==> src/rtl/cr_pkg.sv <==
package cr_pkg;
  localparam int FLD_W = 4;

  typedef enum logic [2:0] {
    BOP_AND  = 3'd0,
    BOP_ANDC = 3'd1,
    BOP_EQV  = 3'd2,
    BOP_NAND = 3'd3,
    BOP_NOR  = 3'd4,
    BOP_OR   = 3'd5,
    BOP_ORC  = 3'd6,
    BOP_XOR  = 3'd7
  } bop_e;
endpackage

==> src/rtl/cr_bool_op.sv <==
module cr_bool_op
  import cr_pkg::*;
(
  input  logic [2:0] op_i,
  input  logic       a_i,
  input  logic       b_i,
  output logic       y_o
);
  bop_e op;
  assign op = bop_e'(op_i);

  always_comb begin
    unique case (op)
      BOP_AND:  y_o = a_i & b_i;
      BOP_ANDC: y_o = a_i & ~b_i;
      BOP_EQV:  y_o = ~(a_i ^ b_i);
      BOP_NAND: y_o = ~(a_i & b_i);
      BOP_NOR:  y_o = ~(a_i | b_i);
      BOP_OR:   y_o = a_i | b_i;
      BOP_ORC:  y_o = a_i | ~b_i;
      default:  y_o = a_i ^ b_i;
    endcase
  end
endmodule

==> src/rtl/cr_field_sel.sv <==
module cr_field_sel
  import cr_pkg::*;
#(
  parameter int NUM_FIELDS = 8,
  parameter int FIELD_ID   = 0,
  localparam int FID_W     = $clog2(NUM_FIELDS)
) (
  input  logic [FLD_W-1:0]      cur_fld_i,
  input  logic                  gpr_wr_en_i,
  input  logic [NUM_FIELDS-1:0] gpr_mask_i,
  input  logic [FLD_W-1:0]      gpr_fld_i,
  input  logic                  mv_en_i,
  input  logic [FID_W-1:0]      mv_dst_i,
  input  logic [FLD_W-1:0]      mv_src_fld_i,
  input  logic                  cmp_en_i,
  input  logic [FID_W-1:0]      cmp_fld_i,
  input  logic [FLD_W-1:0]      cmp_flags_i,
  input  logic                  fp_rec_i,
  input  logic [FLD_W-1:0]      fp_sum_i,
  input  logic                  int_rec_i,
  input  logic [FLD_W-1:0]      int_flags_i,
  input  logic                  stc_en_i,
  input  logic [FLD_W-1:0]      stc_flags_i,
  output logic [FLD_W-1:0]      nxt_fld_o
);
  localparam bit IS_F0 = (FIELD_ID == 0);
  localparam bit IS_F1 = (FIELD_ID == 1);
  localparam logic [FID_W-1:0] MY_ID = FID_W'(FIELD_ID);

  // later assignments win: lowest priority first
  always_comb begin
    nxt_fld_o = cur_fld_i;
    if (gpr_wr_en_i && gpr_mask_i[NUM_FIELDS-1-FIELD_ID]) nxt_fld_o = gpr_fld_i;
    if (mv_en_i && (mv_dst_i == MY_ID))                    nxt_fld_o = mv_src_fld_i;
    if (cmp_en_i && (cmp_fld_i == MY_ID))                  nxt_fld_o = cmp_flags_i;
    if (IS_F1 && fp_rec_i)                                 nxt_fld_o = fp_sum_i;
    if (IS_F0 && int_rec_i)                                nxt_fld_o = int_flags_i;
    if (IS_F0 && stc_en_i)                                 nxt_fld_o = stc_flags_i;
  end
endmodule

==> src/rtl/cr_file.sv <==
module cr_file
  import cr_pkg::*;
#(
  parameter int NUM_FIELDS = 8,
  parameter int XLEN       = 32,
  localparam int CR_W      = NUM_FIELDS * FLD_W,
  localparam int FID_W     = $clog2(NUM_FIELDS),
  localparam int IDX_W     = $clog2(CR_W)
) (
  input  logic                  clk_i,
  input  logic                  rst_ni,
  input  logic                  int_rec_i,
  input  logic [XLEN-1:0]       int_res_i,
  input  logic                  so_i,
  input  logic                  fp_rec_i,
  input  logic [FLD_W-1:0]      fp_sum_i,
  input  logic                  cmp_en_i,
  input  logic [FID_W-1:0]      cmp_fld_i,
  input  logic [FLD_W-1:0]      cmp_flags_i,
  input  logic                  stc_en_i,
  input  logic                  stc_ok_i,
  input  logic                  mv_en_i,
  input  logic [FID_W-1:0]      mv_src_i,
  input  logic [FID_W-1:0]      mv_dst_i,
  input  logic                  gpr_wr_en_i,
  input  logic [NUM_FIELDS-1:0] gpr_mask_i,
  input  logic [CR_W-1:0]       gpr_data_i,
  input  logic                  bop_en_i,
  input  logic [2:0]            bop_op_i,
  input  logic [IDX_W-1:0]      bop_a_i,
  input  logic [IDX_W-1:0]      bop_b_i,
  input  logic [IDX_W-1:0]      bop_t_i,
  input  logic [IDX_W-1:0]      rd_bit_idx_i,
  output logic                  rd_bit_o,
  output logic [CR_W-1:0]       cr_o
);
  localparam logic [IDX_W-1:0] TOP_POS = IDX_W'(CR_W - 1);

  logic [CR_W-1:0]  cr_q, fld_nxt, cr_nxt;
  logic [FLD_W-1:0] fld_q [NUM_FIELDS];
  logic [FLD_W-1:0] int_flags, stc_flags;
  logic             int_lt, int_eq, bop_y;

  assign int_lt    = int_res_i[XLEN-1];
  assign int_eq    = ~|int_res_i;
  assign int_flags = {int_lt, ~int_lt & ~int_eq, int_eq, so_i};
  assign stc_flags = {2'b00, stc_ok_i, so_i};

  for (genvar f = 0; f < NUM_FIELDS; f++) begin : g_fld
    assign fld_q[f] = cr_q[CR_W-1-f*FLD_W -: FLD_W];

    cr_field_sel #(.NUM_FIELDS(NUM_FIELDS), .FIELD_ID(f)) u_sel (
      .cur_fld_i   (fld_q[f]),
      .gpr_wr_en_i (gpr_wr_en_i),
      .gpr_mask_i  (gpr_mask_i),
      .gpr_fld_i   (gpr_data_i[CR_W-1-f*FLD_W -: FLD_W]),
      .mv_en_i     (mv_en_i),
      .mv_dst_i    (mv_dst_i),
      .mv_src_fld_i(fld_q[mv_src_i]),
      .cmp_en_i    (cmp_en_i),
      .cmp_fld_i   (cmp_fld_i),
      .cmp_flags_i (cmp_flags_i),
      .fp_rec_i    (fp_rec_i),
      .fp_sum_i    (fp_sum_i),
      .int_rec_i   (int_rec_i),
      .int_flags_i (int_flags),
      .stc_en_i    (stc_en_i),
      .stc_flags_i (stc_flags),
      .nxt_fld_o   (fld_nxt[CR_W-1-f*FLD_W -: FLD_W])
    );
  end

  // bit numbers count from the MSB
  cr_bool_op u_bop (
    .op_i(bop_op_i),
    .a_i (cr_q[TOP_POS - bop_a_i]),
    .b_i (cr_q[TOP_POS - bop_b_i]),
    .y_o (bop_y)
  );

  always_comb begin
    cr_nxt = fld_nxt;
    if (bop_en_i) cr_nxt[TOP_POS - bop_t_i] = bop_y;
  end

  always_ff @(posedge clk_i or negedge rst_ni) begin
    if (!rst_ni) cr_q <= '0;
    else         cr_q <= cr_nxt;
  end

  assign cr_o     = cr_q;
  assign rd_bit_o = cr_q[TOP_POS - rd_bit_idx_i];

  logic any_req;
  assign any_req = int_rec_i | fp_rec_i | cmp_en_i | stc_en_i | mv_en_i | gpr_wr_en_i | bop_en_i;


  idle_hold_chk: assert property (@(posedge clk_i) disable iff (!rst_ni)
    !any_req |=> $stable(cr_o));


  full_write_chk: assert property (@(posedge clk_i) disable iff (!rst_ni)
    (gpr_wr_en_i && (&gpr_mask_i) && !(int_rec_i | fp_rec_i | cmp_en_i | stc_en_i | mv_en_i | bop_en_i))
    |=> cr_o == $past(gpr_data_i));


  bop_isolate_chk: assert property (@(posedge clk_i) disable iff (!rst_ni)
    (bop_en_i && !(int_rec_i | fp_rec_i | cmp_en_i | stc_en_i | mv_en_i | gpr_wr_en_i))
    |=> ((cr_o ^ $past(cr_o)) & ~({1'b1, {(CR_W-1){1'b0}}} >> $past(bop_t_i))) == '0);


  int_rec_chk: assert property (@(posedge clk_i) disable iff (!rst_ni)
    (int_rec_i && !stc_en_i && !(bop_en_i && (bop_t_i < IDX_W'(FLD_W))))
    |=> cr_o[CR_W-1 -: FLD_W] == {($signed($past(int_res_i)) < 0), ($signed($past(int_res_i)) > 0),
                                  ($past(int_res_i) == '0), $past(so_i)});


  move_chk: assert property (@(posedge clk_i) disable iff (!rst_ni)
    (mv_en_i && !(int_rec_i | fp_rec_i | cmp_en_i | stc_en_i | gpr_wr_en_i | bop_en_i))
    |=> fld_q[$past(mv_dst_i)] == $past(fld_q[mv_src_i]));
endmodule

==> config.mk <==
export PLATFORM = sky130hd
export DESIGN_NAME = cr_file
export DESIGN_NICKNAME = d
export VERILOG_FILES = /design/src/rtl/cr_pkg.sv /design/src/rtl/cr_bool_op.sv /design/src/rtl/cr_field_sel.sv /design/src/rtl/cr_file.sv
export SDC_FILE = /design/constraint.sdc
export NUM_CORES = 1
export LEC_CHECK = 0
export ABC_AREA = 0
export CAP_MARGIN = 20
export CORE_MARGIN = 1
export CORE_UTILIZATION = 44
export CTS_CLUSTER_SIZE = 8
export DETAILED_ROUTE_END_ITERATION = 8
export PLACE_DENSITY = 0.82
export SLEW_MARGIN = 20
export SYNTH_ARGS = -nofsm -noshare
export SYNTH_HDL_FRONTEND = slang
export SYNTH_SLANG_ARGS = --single-unit
export TNS_END_PERCENT = 30
==> constraint.sdc <==
create_clock -name clk_i -period 3.92 [get_ports clk_i]
set_clock_uncertainty 0.05 [all_clocks]
set_input_delay 0.392 -clock clk_i [delete_from_list [all_inputs] [get_ports clk_i]]
set_output_delay 0.392 -clock clk_i [all_outputs]
set_load 0.005 [all_outputs]
# Yosys cells after proc, flatten, opt, wreduce, memory -nomap -nowiden
# Index checks and enable logic that the tools add are counted.
[totals]
reg_bits = 32
latchBits = 0
mem_bits_rw = 0
romBits = 0
in_bits = 123
output_inout_bits = 33
memories = 0
[classes]
add_sub_neg = 4
n_mul = 0
n_div = 0
magnitude_cmp = 6
n_eq_ne = 20
n_shift = 0
muxes = 41
bitwise_logic = 12
reduce_logical = 30
[op_table]
columns = ["cell", "n"]
rows = [
  ["$mux 4", 29],
  ["$eq 3x3->1 const B", 11],
  ["$bwmux 32", 1],
  ["$mux 32", 1],
  ["$reduce_or 32->1", 1],
  ["$logic_and 1x1->1", 25],
  ["$lt 5x6->1 const B", 4],
  ["$sub 5x5->5 const A", 4],
  ["$eq 3x2->1 const B", 6],
  ["$bmux 1 s5", 3],
  ["$bmux 4 s3", 1],
  ["$eq 3x1->1 const B", 3],
  ["$logic_not 3->1", 3],
  ["$pmux 1 s7", 1],
  ["$demux 1 s5", 1],
  ["$ge 5x1->1 const B", 1],
  ["$not 1->1", 5],
  ["$ge 4x4->1 const B", 1],
  ["$mux 1", 4],
  ["$not 3->4", 1],
  ["$and 1x1->1", 3],
  ["$or 1x1->1", 2],
  ["$logic_not 1->1", 1],
  ["$xor 1x1->1", 1],
]

# Logic depth before layout (Yosys ltp)
# Gate-level depths: netlist of the first run.
[logic_depth]
ltp_word = 10
mapped_depth = 13
depth_no_buf = 11

# Cells and area by module
# From an unflattened synthesis of the first run, not the netlist that was laid out.
[unflattened]
cells_unflattened = 496
hier_area_um2 = 4261.6
[by_module_without_submodules]
columns = ["module", "instances", "cells_each", "area_per_inst_um2", "seq_area_each_um2"]
rows = [
  ["cr_file", 1, 266, 2725.1, 800.8],
  ["cr_field_sel (g_fld[3].u_sel ...)", 3, 25, 157.7, 0.0],
  ["cr_field_sel (g_fld[2].u_sel ...)", 2, 25, 161.4, 0.0],
  ["cr_field_sel (g_fld[1].u_sel)", 1, 29, 240.2, 0.0],
  ["cr_field_sel (g_fld[0].u_sel)", 1, 32, 206.4, 0.0],
  ["cr_field_sel (g_fld[7].u_sel)", 1, 25, 163.9, 0.0],
  ["cr_bool_op", 1, 19, 130.1, 0.0],
]

# Least setup slack after synthesis of the first run
# Ideal clock, no wire load.
[synth_timing]
kind = "input -> register"
from = "input bop_a_i[0]"
to = "register cr_q[7] (netlist: cr_o[7])"
setup_time_ns = 0.087
arrival_time_ns = 3.078
required_time_ns = 3.783
slack_ns = 0.705
stages = 11
n_path_buf = 2
cell_sequence = "buf_2 mux4_2 mux4_2 a21oi_1 ha_1 nand2b_1 a211oi_1 a311oi_1 a31o_2 clkbuf_1 a22oi_1"
[synth_via]
elab_chain_len = 8
word_cells_on_any_way = 14
[synth_rtl]
columns = ["item", "line_no", "rtl"]
rows = [
  ["from (decl)", "cr_file.sv:30", "input logic [IDX_W-1:0] bop_a_i,"],
  ["$sub 5x5->5 *", "cr_file.sv:76", ".a_i (cr_q[TOP_POS - bop_a_i]),"],
  ["$bmux 1 s5 *", "cr_file.sv:76", ""],
  ["$mux 1 (not written as such) *", "cr_file.sv:76", ""],
  ["$or 1x1->1 (tied with other cells)", "cr_bool_op.sv:18, cr_bool_op.sv:19", ""],
  ["$not 1->1, on equally long branches", "cr_bool_op.sv:18, cr_bool_op.sv:16, cr_bool_op.sv:17", ""],
  ["$pmux 1 s7 *", "cr_bool_op.sv:13", "unique case (op)"],
  ["$bwmux 32 *", "cr_file.sv:83", "if (bop_en_i) cr_nxt[TOP_POS - bop_t_i] = bop_y;"],
  ["$mux 32 *", "cr_file.sv:83", ""],
  ["named net cr_nxt[7]", "cr_file.sv:39", "logic [CR_W-1:0] cr_q, fld_nxt, cr_nxt;"],
  ["to (signal assigned)", "cr_file.sv:88", "else cr_q <= cr_nxt;"],
  ["to (decl)", "cr_file.sv:39", ""],
]
# The timed path passes the listed nets; every way through them passes the cells marked *. The select of a mux whose other input is x is not followed.

# Worst setup path in the final report of the first run
[layout_timing]
from = "input bop_a_i[1]"
to = "register cr_q[13] (netlist: cr_o[13])"
# The elaborated chain is that of the path after synthesis.

==> results by group, run 1 <==
Logic synthesis
  – Synth Warn #: 0
  – Post-synthesis mux area share: 0.307
  – Synth top area cells: mux4_2, dfrtp_1, mux2i_1, a21oi_1, a211oi_1
  – Main synth FF type: dfrtp_1
  – Post-synthesis adder-cell area fraction: 0.0135
  – Post-synthesis sequential area ratio: 0.215
  – Post-Synth XOR/XNOR Area: 0
  – Syn_nets: 527
  – Main combinational cell family by area after synthesis: multiplexers
  – Yosys reg bits: 32
  – Mapped Area: 3720 µm²
  – Yosys cell types: 53
  – Avg Cell Area, Syn: 9.29 µm²
  – Post-synthesis instance total: 400
  – Dominant cell type by area after synthesis: mux4_2
  – Synth Area in Compound Gates: 0.229
  – Synth Area in Simple Gates: 0.202
  – Synth top area share: 0.218
  – Async SR Flop Fraction: 1.00
  – Number of synthesized flops with an enable pin: 0

Routing
  – Iteration-0 DRC Markers: 399
  – Vias/cell: 6.82
  – Antenna Nets Post-Route: 0
  – DR vias: 4449
  – DRC: 0
  – Wire per inst: 22.6 µm
  – Final wirelength: 14800 µm
  – Router iterations before antenna repair: 5

Global route
  – First-pass GRT wire length: 22800 µm
  – Largest net degree at the start of global routing: 27
  – Vias in the first global route: 4372
  – Initial antenna violation count: 0
  – GRT Total Usage: 0.345
  – Overflow after GRT: 0

Finish
  – Fraction of layout cells with a size suffix above 1: 0.122
  – Max FFs per register: 32
  – Final Instance Area: 5490 µm²
  – Finished Core Util: 0.672
  – Area grow syn2layout: 47.7%
  – Final Non-Filler Cells: 652
  – Final antenna diode count: 0
  – Layout net count: 673

Pwr
  – Peak VDD IR: 167 µV
  – Leakage power: 2.09 nW
  – Design Power: 1.63 mW
  – Power Dens Cells: 296 nW/µm²

Critical path
  – R2R Path Start: cr_o[16]$_DFF_PN0_
  – Critical Path Sink Type: register
  – FF-to-FF path depth: 10
  – Crit start category: input pin
  – Crit Path Max Fanout: 15
  – Critical path class: input pin to register
  – R2R Setup Slk: 0.62 ns
  – CP arrival: 3.76 ns
  – R2R Path End: cr_o[13]$_DFF_PN0_
  – Crit path required time: 4.07 ns

Place
  – DP Cell Count: 644
  – IO Port Bufs: 155
  – Placed instance area: 5400 µm²
  – Pre-CTS WS: 0.0391 ns
  – Post-DP HPWL: 11500 µm
  – Final GP Congestion: 0.912

STA
  – Max-slew violation count: 0
  – Slew headroom: 0.365
  – Fin Setup TNS: 0 ns
  – Hold Slack: 0.0472 ns
  – Setup violators final: 0
  – Final hold vios: 0
  – Setup WS post-layout: 0.310 ns
  – Period utilization: 0.921
  – Worst-Margin Slew: 0.950 ns
  – Peak Freq: 0.277 GHz
  – RSZ-0062 raised after global routing: no
  – Min Tclk post-route: 3.61 ns

Clock network
  – TritonCTS Buffers: 5
  – Root buffer cell: clkbuf_8
  – CTS tree: yes
  – CTS resizes: 0
  – Clk pin slew, worst setup/hold paths: 0.07 ns
  – Setup Buffers After CTS: 0
  – Clock Sinks: 32
  – Clk Latency, worst-skew pair: 0.29 ns
  – Cts hold-fix bufs: 0
  – Clock Path Buffers: 2
  – H-Tree Depth: 2

Die
  – Die Y-Extent: 93.9 µm
  – IO Pins: 156
  – Core footprint: 8180 µm²
  – Die area: 8820 µm²
  – Rows: 33
  – Starting Density: 0.455
  – Die width: 93.9 µm

Run status
  – Outcome: complete, no violations

Hold path
  – Worst Hold Class: input pin to asynchronous set/reset pin

Job
  – Max Cap Viol: 0
cell usage in the layout, fill, tap and decap left out, types with 4 or more instances in the layout:
cell type        netlist  final
a21oi_1               41     41
inv_1                  4      4
clkbuf_8               0      6
nand2_1               31     31
nand3b_1               6      6
a211oi_1              27     27
buf_4                  1      7
nor3_1                 5      5
nand2b_1               8      8
a31oi_1                4      4
mux2i_1               26     26
nand3_1               12     12
ha_1                   4      4
nor3b_1                6      6
clkdlybuf4s50_1        0    154
a22oi_1               16     16
nor2_1                30     30
nand4_1                4      4
o21ai_0               14     14
and3_1                 9      9
mux4_2                36     36
dfrtp_1               32     32
nor4_1                 8      8
worst max-delay path, stage by stage:
cell and delay (ns):
clkdlybuf4s50_1 0.64, mux4_2 0.55, mux4_2 0.51, a21oi_1 0.23, ha_1 0.27, nand2b_1 0.17
a211oi_1 0.24, a311oi_1 0.07, a31o_2 0.31, buf_12 0.17, a22oi_1 0.20
worst max path at each step:
stage | startpoint | to | cells after the start
after floorplan | bop_a_i[0] | cr_o[7]$_DFF_PN0_ | 11
after global placement | bop_a_i[0] | cr_o[18]$_DFF_PN0_ | 12
after detailed placement | bop_a_i[0] | cr_o[6]$_DFF_PN0_ | 12
after CTS | bop_a_i[0] | cr_o[13]$_DFF_PN0_ | 12
after global routing | bop_a_i[0] | cr_o[7]$_DFF_PN0_ | 12
final | bop_a_i[1] | cr_o[13]$_DFF_PN0_ | 11
metal layers:
metal | global-route usage | routed length, µm | up-vias
met1 | 0.436 | 5340 | 2103
met4 | 0.183 | 694 | 0
met3 | 0.0639 | 1740 | 71
met5 | 0 | 0 | -
li1 | - | - | 1919
met2 | 0.558 | 6990 | 356
where the power goes:
group	leakage [nW]	total, mW	switching (mW)	internal [mW]
Combinational	1.66	0.837	0.341	0.496
Sequential	0.379	0.522	0.133	0.388
Clock	0.0510	0.267	0.127	0.140
layout make-up:
class | count | area (µm²)
Sequential cell | 32 | 801
Inverter | 4 | 15.0
Timing Repair Buffer | 165 | 1660
Tap cell | 105 | 131
Clock inverter | 2 | 10.0
Multi-Input combinational cell | 338 | 2790
Fill cell | 676 | 2680
Clock buffer | 6 | 82.6
synthesized netlist by cell type, types with 5 or more instances:
library cell / instances
nor3_1: 5
dfrtp_1: 32
nand3b_1: 6
nand2b_1: 8
nor2_1: 30
clkbuf_1: 15
mux4_2: 36
a22oi_1: 16
buf_2: 6
and3_1: 9
mux2i_1: 26
nor4_1: 8
o21ai_0: 14
nand2_1: 31
a211oi_1: 27
a21oi_1: 41
nand3_1: 12
nor3b_1: 6
kinds of logic after synthesis:
group,after synthesis
AOI/OAI and AO/OA,129
adders and majority gates,4
buffers and inverters,30
DFF,32
muxes,67
and+or+nand+nor,138
Power figures use the tool's default switching activity.
==> run 2: changes to the inputs <==
Settings changed: CAP_MARGIN 20 to 15, CORE_ASPECT_RATIO from default to 1.4.
==> run 2 against run 1 <==
Against the previous run:
- critical path depth is 2 higher
- setup slack lost 0.049 ns
- critical path type unchanged
- routed wire length rose by 5.3%
- largest power group unchanged
- hold slack improved by 0.42 ns
- utilization grew 0.61 points
- critical endpoint is now cr_o[10]$_DFF_PN0_
- clock power rose by 49%
==> results by group, run 2 (synthesis gave the netlist of run 1 again) <==
Run status
  – Outcome: complete, no violations

Pwr
  – Sw Pwr: 649 µW
  – Net Sw Frac: 0.363
  – Power Dens Cells: 322 nW/µm²
  – Clock network fraction of total power: 0.223
  – Design Power: 1.79 mW
  – Internal Power: 1.14 mW
  – Reg power frac: 0.305
  – Peak VDD IR: 197 µV
  – Comb pwr share: 0.471
  – Leakage power: 2.12 nW

Clock network
  – CTS resizes: 0
  – TritonCTS Buffers: 5
  – Root buffer cell: clkbuf_16
  – Clock Path Buffers: 2
  – Cts hold-fix bufs: 0
  – Clk pin slew, worst setup/hold paths: 0.05 ns
  – Setup Buffers After CTS: 0
  – CTS tree: yes
  – Clock Sinks: 32
  – Clk Latency, worst-skew pair: 0.28 ns
  – H-Tree Depth: 2

Die
  – Die Y-Extent: 111 µm
  – Starting Density: 0.453
  – IO Pins: 156
  – Rows: 39
  – Core footprint: 8200 µm²
  – Die area: 8820 µm²
  – Die width: 79.7 µm

Critical path
  – Critical path class: input pin to register
  – Crit path required time: 4.05 ns
  – Crit path cell chain: clkdlybuf4s50_1 > mux4_2 > nor2b_1 > a211oi_1 > a211oi_1 > a21oi_1 > ha_1 > nand2b_1 > a211oi_1 > a311oi_1 > a31o_2 > buf_12 > a22oi_1
  – CP max-delay cell: clkdlybuf4s50_1
  – CP delay by family, top: compound AO/OA/AOI/OAI gates
  – Max stage delay on crit path: 0.62 ns
  – Cell mode on critical path: a211oi_1
  – R2R Setup Slk: 0.44 ns
  – R2R Path End: cr_o[10]$_DFF_PN0_
  – Crit Path Max Fanout: 23
  – CP startpoint: bop_a_i[1]
  – Critical Path Sink Type: register
  – R2R Path Start: cr_o[28]$_DFF_PN0_
  – Setup crit end: cr_o[10]$_DFF_PN0_
  – Levels on crit path: 13
  – CP arrival: 3.79 ns
  – Crit start category: input pin
  – CP Buf/Inv Count: 2
  – FF-to-FF path depth: 12

Routing
  – Antenna Nets Post-Route: 0
  – Router iterations before antenna repair: 6
  – DR vias: 4559
  – Final wirelength: 15500 µm
  – Iteration-0 DRC Markers: 480
  – Vias/cell: 7.02
  – DRC: 0
  – Wire per inst: 23.9 µm

STA
  – RSZ-0062 raised after global routing: no
  – Max-slew violation count: 0
  – Period utilization: 0.933
  – Peak Freq: 0.273 GHz
  – Final hold vios: 0
  – Slew headroom: 0.280
  – Setup violators final: 0
  – Worst-Margin Slew: 1.08 ns
  – Min Tclk post-route: 3.66 ns

Global route
  – Overflow after GRT: 0
  – Largest net degree at the start of global routing: 33
  – Vias in the first global route: 4684
  – GRT Total Usage: 0.377
  – Initial antenna violation count: 0
  – First-pass GRT wire length: 24800 µm

Finish
  – Commonest cells after routing, fill and taps aside: clkdlybuf4s50_1, a21oi_1, mux4_2, dfrtp_1, nand2_1
  – Fraction of layout cells with a size suffix above 1: 0.121
  – Final Non-Filler Cells: 649
  – Area grow syn2layout: 49.5%
  – Max FFs per register: 32
  – Final antenna diode count: 0
  – Layout net count: 673
  – # fillers: 659
  – Commonest non-fill, non-tap cell in the layout: clkdlybuf4s50_1

Place
  – Post-DP HPWL: 11800 µm
  – IO Port Bufs: 155
  – Final GP Congestion: 0.970
  – DP Cell Count: 641

Hold path
  – Worst Hold Class: input pin to asynchronous set/reset pin

Job
  – Max Cap Viol: 0
==> run 2: cell types whose count changed in the layout (fill, tap and decap cells not counted) <==
cell | previous run | this run
buf_2 | 1 | 0
clkinv_2 | 2 | 0
a21oi_2 | 0 | 1
clkbuf_16 | 0 | 5
clkbuf_1 | 0 | 1
dlymetal6s2s_1 | 0 | 1
clkbuf_8 | 6 | 1
clkinvlp_4 | 0 | 1
a21oi_1 | 41 | 40
==> run 2: metrics by stage <==
| stage | TNS [ns] | hold slack (ns) | setup WS [ns] | utilization | instance area [µm²] |
|---|---|---|---|---|---|
| final | 0 | 0.471 | 0.261 | 0.678 | 5560 |
| after global routing | 0 | 0.510 | 0.117 | 0.678 | 5560 |
| after CTS | 0 | 0.488 | 0.0715 | 0.677 | 5550 |
| after detailed placement | -4.63 | 0.774 | -0.194 | 0.659 | 5400 |
| after global placement | 0 | 0.760 | 0.0451 | 0.659 | 5400 |
| after floorplan | 0 | 0.0464 | 0.705 | - | 3720 |
==> run 2: final cells by class <==
type	instances	area [µm²]	share of cell area
Timing Repair Buffer	165	1670	0.300
Tap cell	102	128	0.0230
Clock buffer	7	143	0.0257
Clock inverter	1	7.51	0.00135
Sequential cell	32	801	0.144
Multi-Input combinational cell	338	2800	0.503
Inverter	4	15.0	0.00270
==> run 2: worst min-delay path by stage <==
stage | to | slack, ns | cells past startpoint
after floorplan | cr_o[0]$_DFF_PN0_ | 0.05 | 0
after global placement | cr_o[25]$_DFF_PN0_ | 0.76 | 3
after detailed placement | cr_o[2]$_DFF_PN0_ | 0.77 | 2
after CTS | cr_o[4]$_DFF_PN0_ | 0.49 | 2
after global routing | cr_o[4]$_DFF_PN0_ | 0.51 | 2
final | cr_o[2]$_DFF_PN0_ | 0.47 | 2
==> run 2: metal layers <==
layer	global-route usage	vias to the layer above	wire, µm
li1	-	1925	-
met1	0.406	2115	4860
met2	0.610	410	7760
met3	0.128	109	1790
met4	0.253	0	1140
met5	0	-	0
==> run 2: power by group through the flow <==
stage	clock, mW	combinational, mW	sequential (mW)
finish	0.399	0.842	0.546
global placement	0	0.799	0.525
global route	0.413	0.895	0.551
detailed placement	0	0.822	0.530
floorplan	0	0.428	0.464
CTS	0.392	0.826	0.525
==> run 3: changes to the inputs <==
Settings changed: CTS_BUF_LIST from default to sky130_fd_sc_hd__clkbuf_16, CTS_CLUSTER_DIAMETER from default to 200.
Clock period 3.92 ns to 3.84 ns, I/O delays scaled along.
==> run 3 against run 2 <==
Against the previous run:
- non-clock buffer count increased by 5
- combinational power increased by 5.2%
- design area increased by 0.56%
- die area unchanged
- sequential share of layout area decreased by 0.081 points
- clock-buffer cell count decreased by 2
- setup slack got worse by 0.048 ns
- register-to-register slack improved by 0.07 ns
- critical path depth decreased by 2
- global-route usage decreased by 1.4 points
- hold slack improved by 0.0011 ns
- sequential cell count unchanged
==> results by group, run 3 (synthesis gave the netlist of run 1 again) <==
Routing
  – Antenna Nets Post-Route: 0
  – Vias/cell: 6.96
  – Wire per inst: 23.6 µm
  – Iteration-0 DRC Markers: 416
  – DR vias: 4548
  – Router iterations before antenna repair: 5
  – Final wirelength: 15400 µm
  – DRC: 0

Place
  – Final GP Congestion: 0.983
  – Placed instance area: 5440 µm²
  – DP Cell Count: 646
  – IO Port Bufs: 155
  – Post-DP HPWL: 11700 µm

Critical path
  – Critical Path Sink Type: register
  – Critical path class: input pin to register
  – CP arrival: 3.74 ns
  – Crit start category: input pin
  – Crit Path Max Fanout: 9
  – Crit path required time: 3.96 ns

Clock network
  – Clock Path Buffers: 2
  – Clk Latency, worst-skew pair: 0.28 ns
  – Clk pin slew, worst setup/hold paths: 0.05 ns
  – TritonCTS Buffers: 5
  – Setup Buffers After CTS: 0
  – Clock Sinks: 32
  – Root buffer cell: clkbuf_16
  – CTS tree: yes
  – H-Tree Depth: 2

STA
  – Period utilization: 0.945
  – Final hold vios: 0
  – Min Tclk post-route: 3.63 ns
  – Worst-Margin Slew: 1.10 ns
  – Setup violators final: 0
  – RSZ-0062 raised after global routing: no
  – Fin Setup TNS: 0 ns
  – Slew headroom: 0.267
  – Max-slew violation count: 0
  – Peak Freq: 0.276 GHz

Die
  – Rows: 39
  – Core footprint: 8200 µm²
  – Die Y-Extent: 111 µm
  – Die width: 79.7 µm
  – Die area: 8820 µm²
  – Starting Density: 0.453
  – IO Pins: 156

Global route
  – Vias in the first global route: 4764
  – First-pass GRT wire length: 24200 µm
  – Overflow after GRT: 0
  – Largest net degree at the start of global routing: 33
  – Initial antenna violation count: 0
  – GRT Total Usage: 0.362

Pwr
  – Power Dens Cells: 321 nW/µm²
  – Peak VDD IR: 210 µV
  – Leakage power: 2.16 nW
  – Design Power: 1.79 mW

Finish
  – Commonest non-fill, non-tap cell in the layout: clkdlybuf4s50_1
  – Final Non-Filler Cells: 653
  – Finished Core Util: 0.682
  – Max FFs per register: 32
  – Area grow syn2layout: 50.3%
  – Final Instance Area: 5590 µm²
  – Fraction of layout cells with a size suffix above 1: 0.131
  – Final antenna diode count: 0
  – Layout net count: 678
  – Commonest cells after routing, fill and taps aside: clkdlybuf4s50_1, a21oi_1, mux4_2, dfrtp_1, nand2_1

Hold path
  – Worst Hold Class: input pin to asynchronous set/reset pin

Run status
  – Outcome: complete, no violations

Job
  – Max Cap Viol: 0
==> run 3: cell type report <==
type | instances | area (µm²)
fillers | 688 | 2610
clock buffers | 5 | 125
clock inverters | 2 | 8.76
multi-input cells | 338 | 2800
inverters | 4 | 15.0
flip-flops and latches | 32 | 801
well taps | 102 | 128
repair buffers | 170 | 1710
==> run 3: power breakdown <==
group          total [mW]  internal [mW]  leakage (nW)  switching, mW
Combinational       0.886          0.518          1.70          0.368
Sequential          0.534          0.397         0.379          0.137
Clock               0.372          0.232        0.0709          0.139
Total                1.79           1.15          2.16          0.645
==> run 3: stage by stage <==
step / worst slack [ns] / hold WS [ns]
finish: 0.213 / 0.472
floorplan: 0.633 / 0.0384
global route: 0.108 / 0.507
detailed placement: -0.0934 / 0.768
CTS: 0.132 / 0.481
global placement: 0.0343 / 0.750
==> run 3: worst paths after layout <==
check	from	endpoint	slack, ns	cells past startpoint
min reg2reg	cr_o[26]$_DFF_PN0_	cr_o[26]$_DFF_PN0_	0.82	4
max in group asynchronous	rst_ni	cr_o[14]$_DFF_PN0_	2.95	2
min in group clk_i	so_i	cr_o[28]$_DFF_PN0_	0.74	3
min	rst_ni	cr_o[22]$_DFF_PN0_	0.47	2
max	bop_b_i[1]	cr_o[29]$_DFF_PN0_	0.21	11
max reg2reg	cr_o[1]$_DFF_PN0_	cr_o[29]$_DFF_PN0_	0.51	10
==> run 3: layer usage <==
| metal | GRT usage | part of all wire |
|---|---|---|
| met5 | 0 | 0 |
| met3 | 0.0634 | 0.11 |
| met2 | 0.613 | 0.51 |
| met4 | 0.267 | 0.067 |
| met1 | 0.395 | 0.32 |
==> run 3: repair_timing <==
item	4_1_cts	5_1_grt
endpoints found under the hold margin	0	0
hold buffers	0	0
setup endpoints to repair	0	23
resized for setup	0	5
==> run 3: worst max-delay path, stage by stage <==
cell and delay (ns):
clkdlybuf4s50_1 0.64, mux4_2 0.56, mux4_2 0.50, a21oi_2 0.23, ha_1 0.27, nand2b_1 0.17
a211oi_1 0.24, a311oi_1 0.06, a31o_2 0.27, buf_12 0.15, a32oi_1 0.26
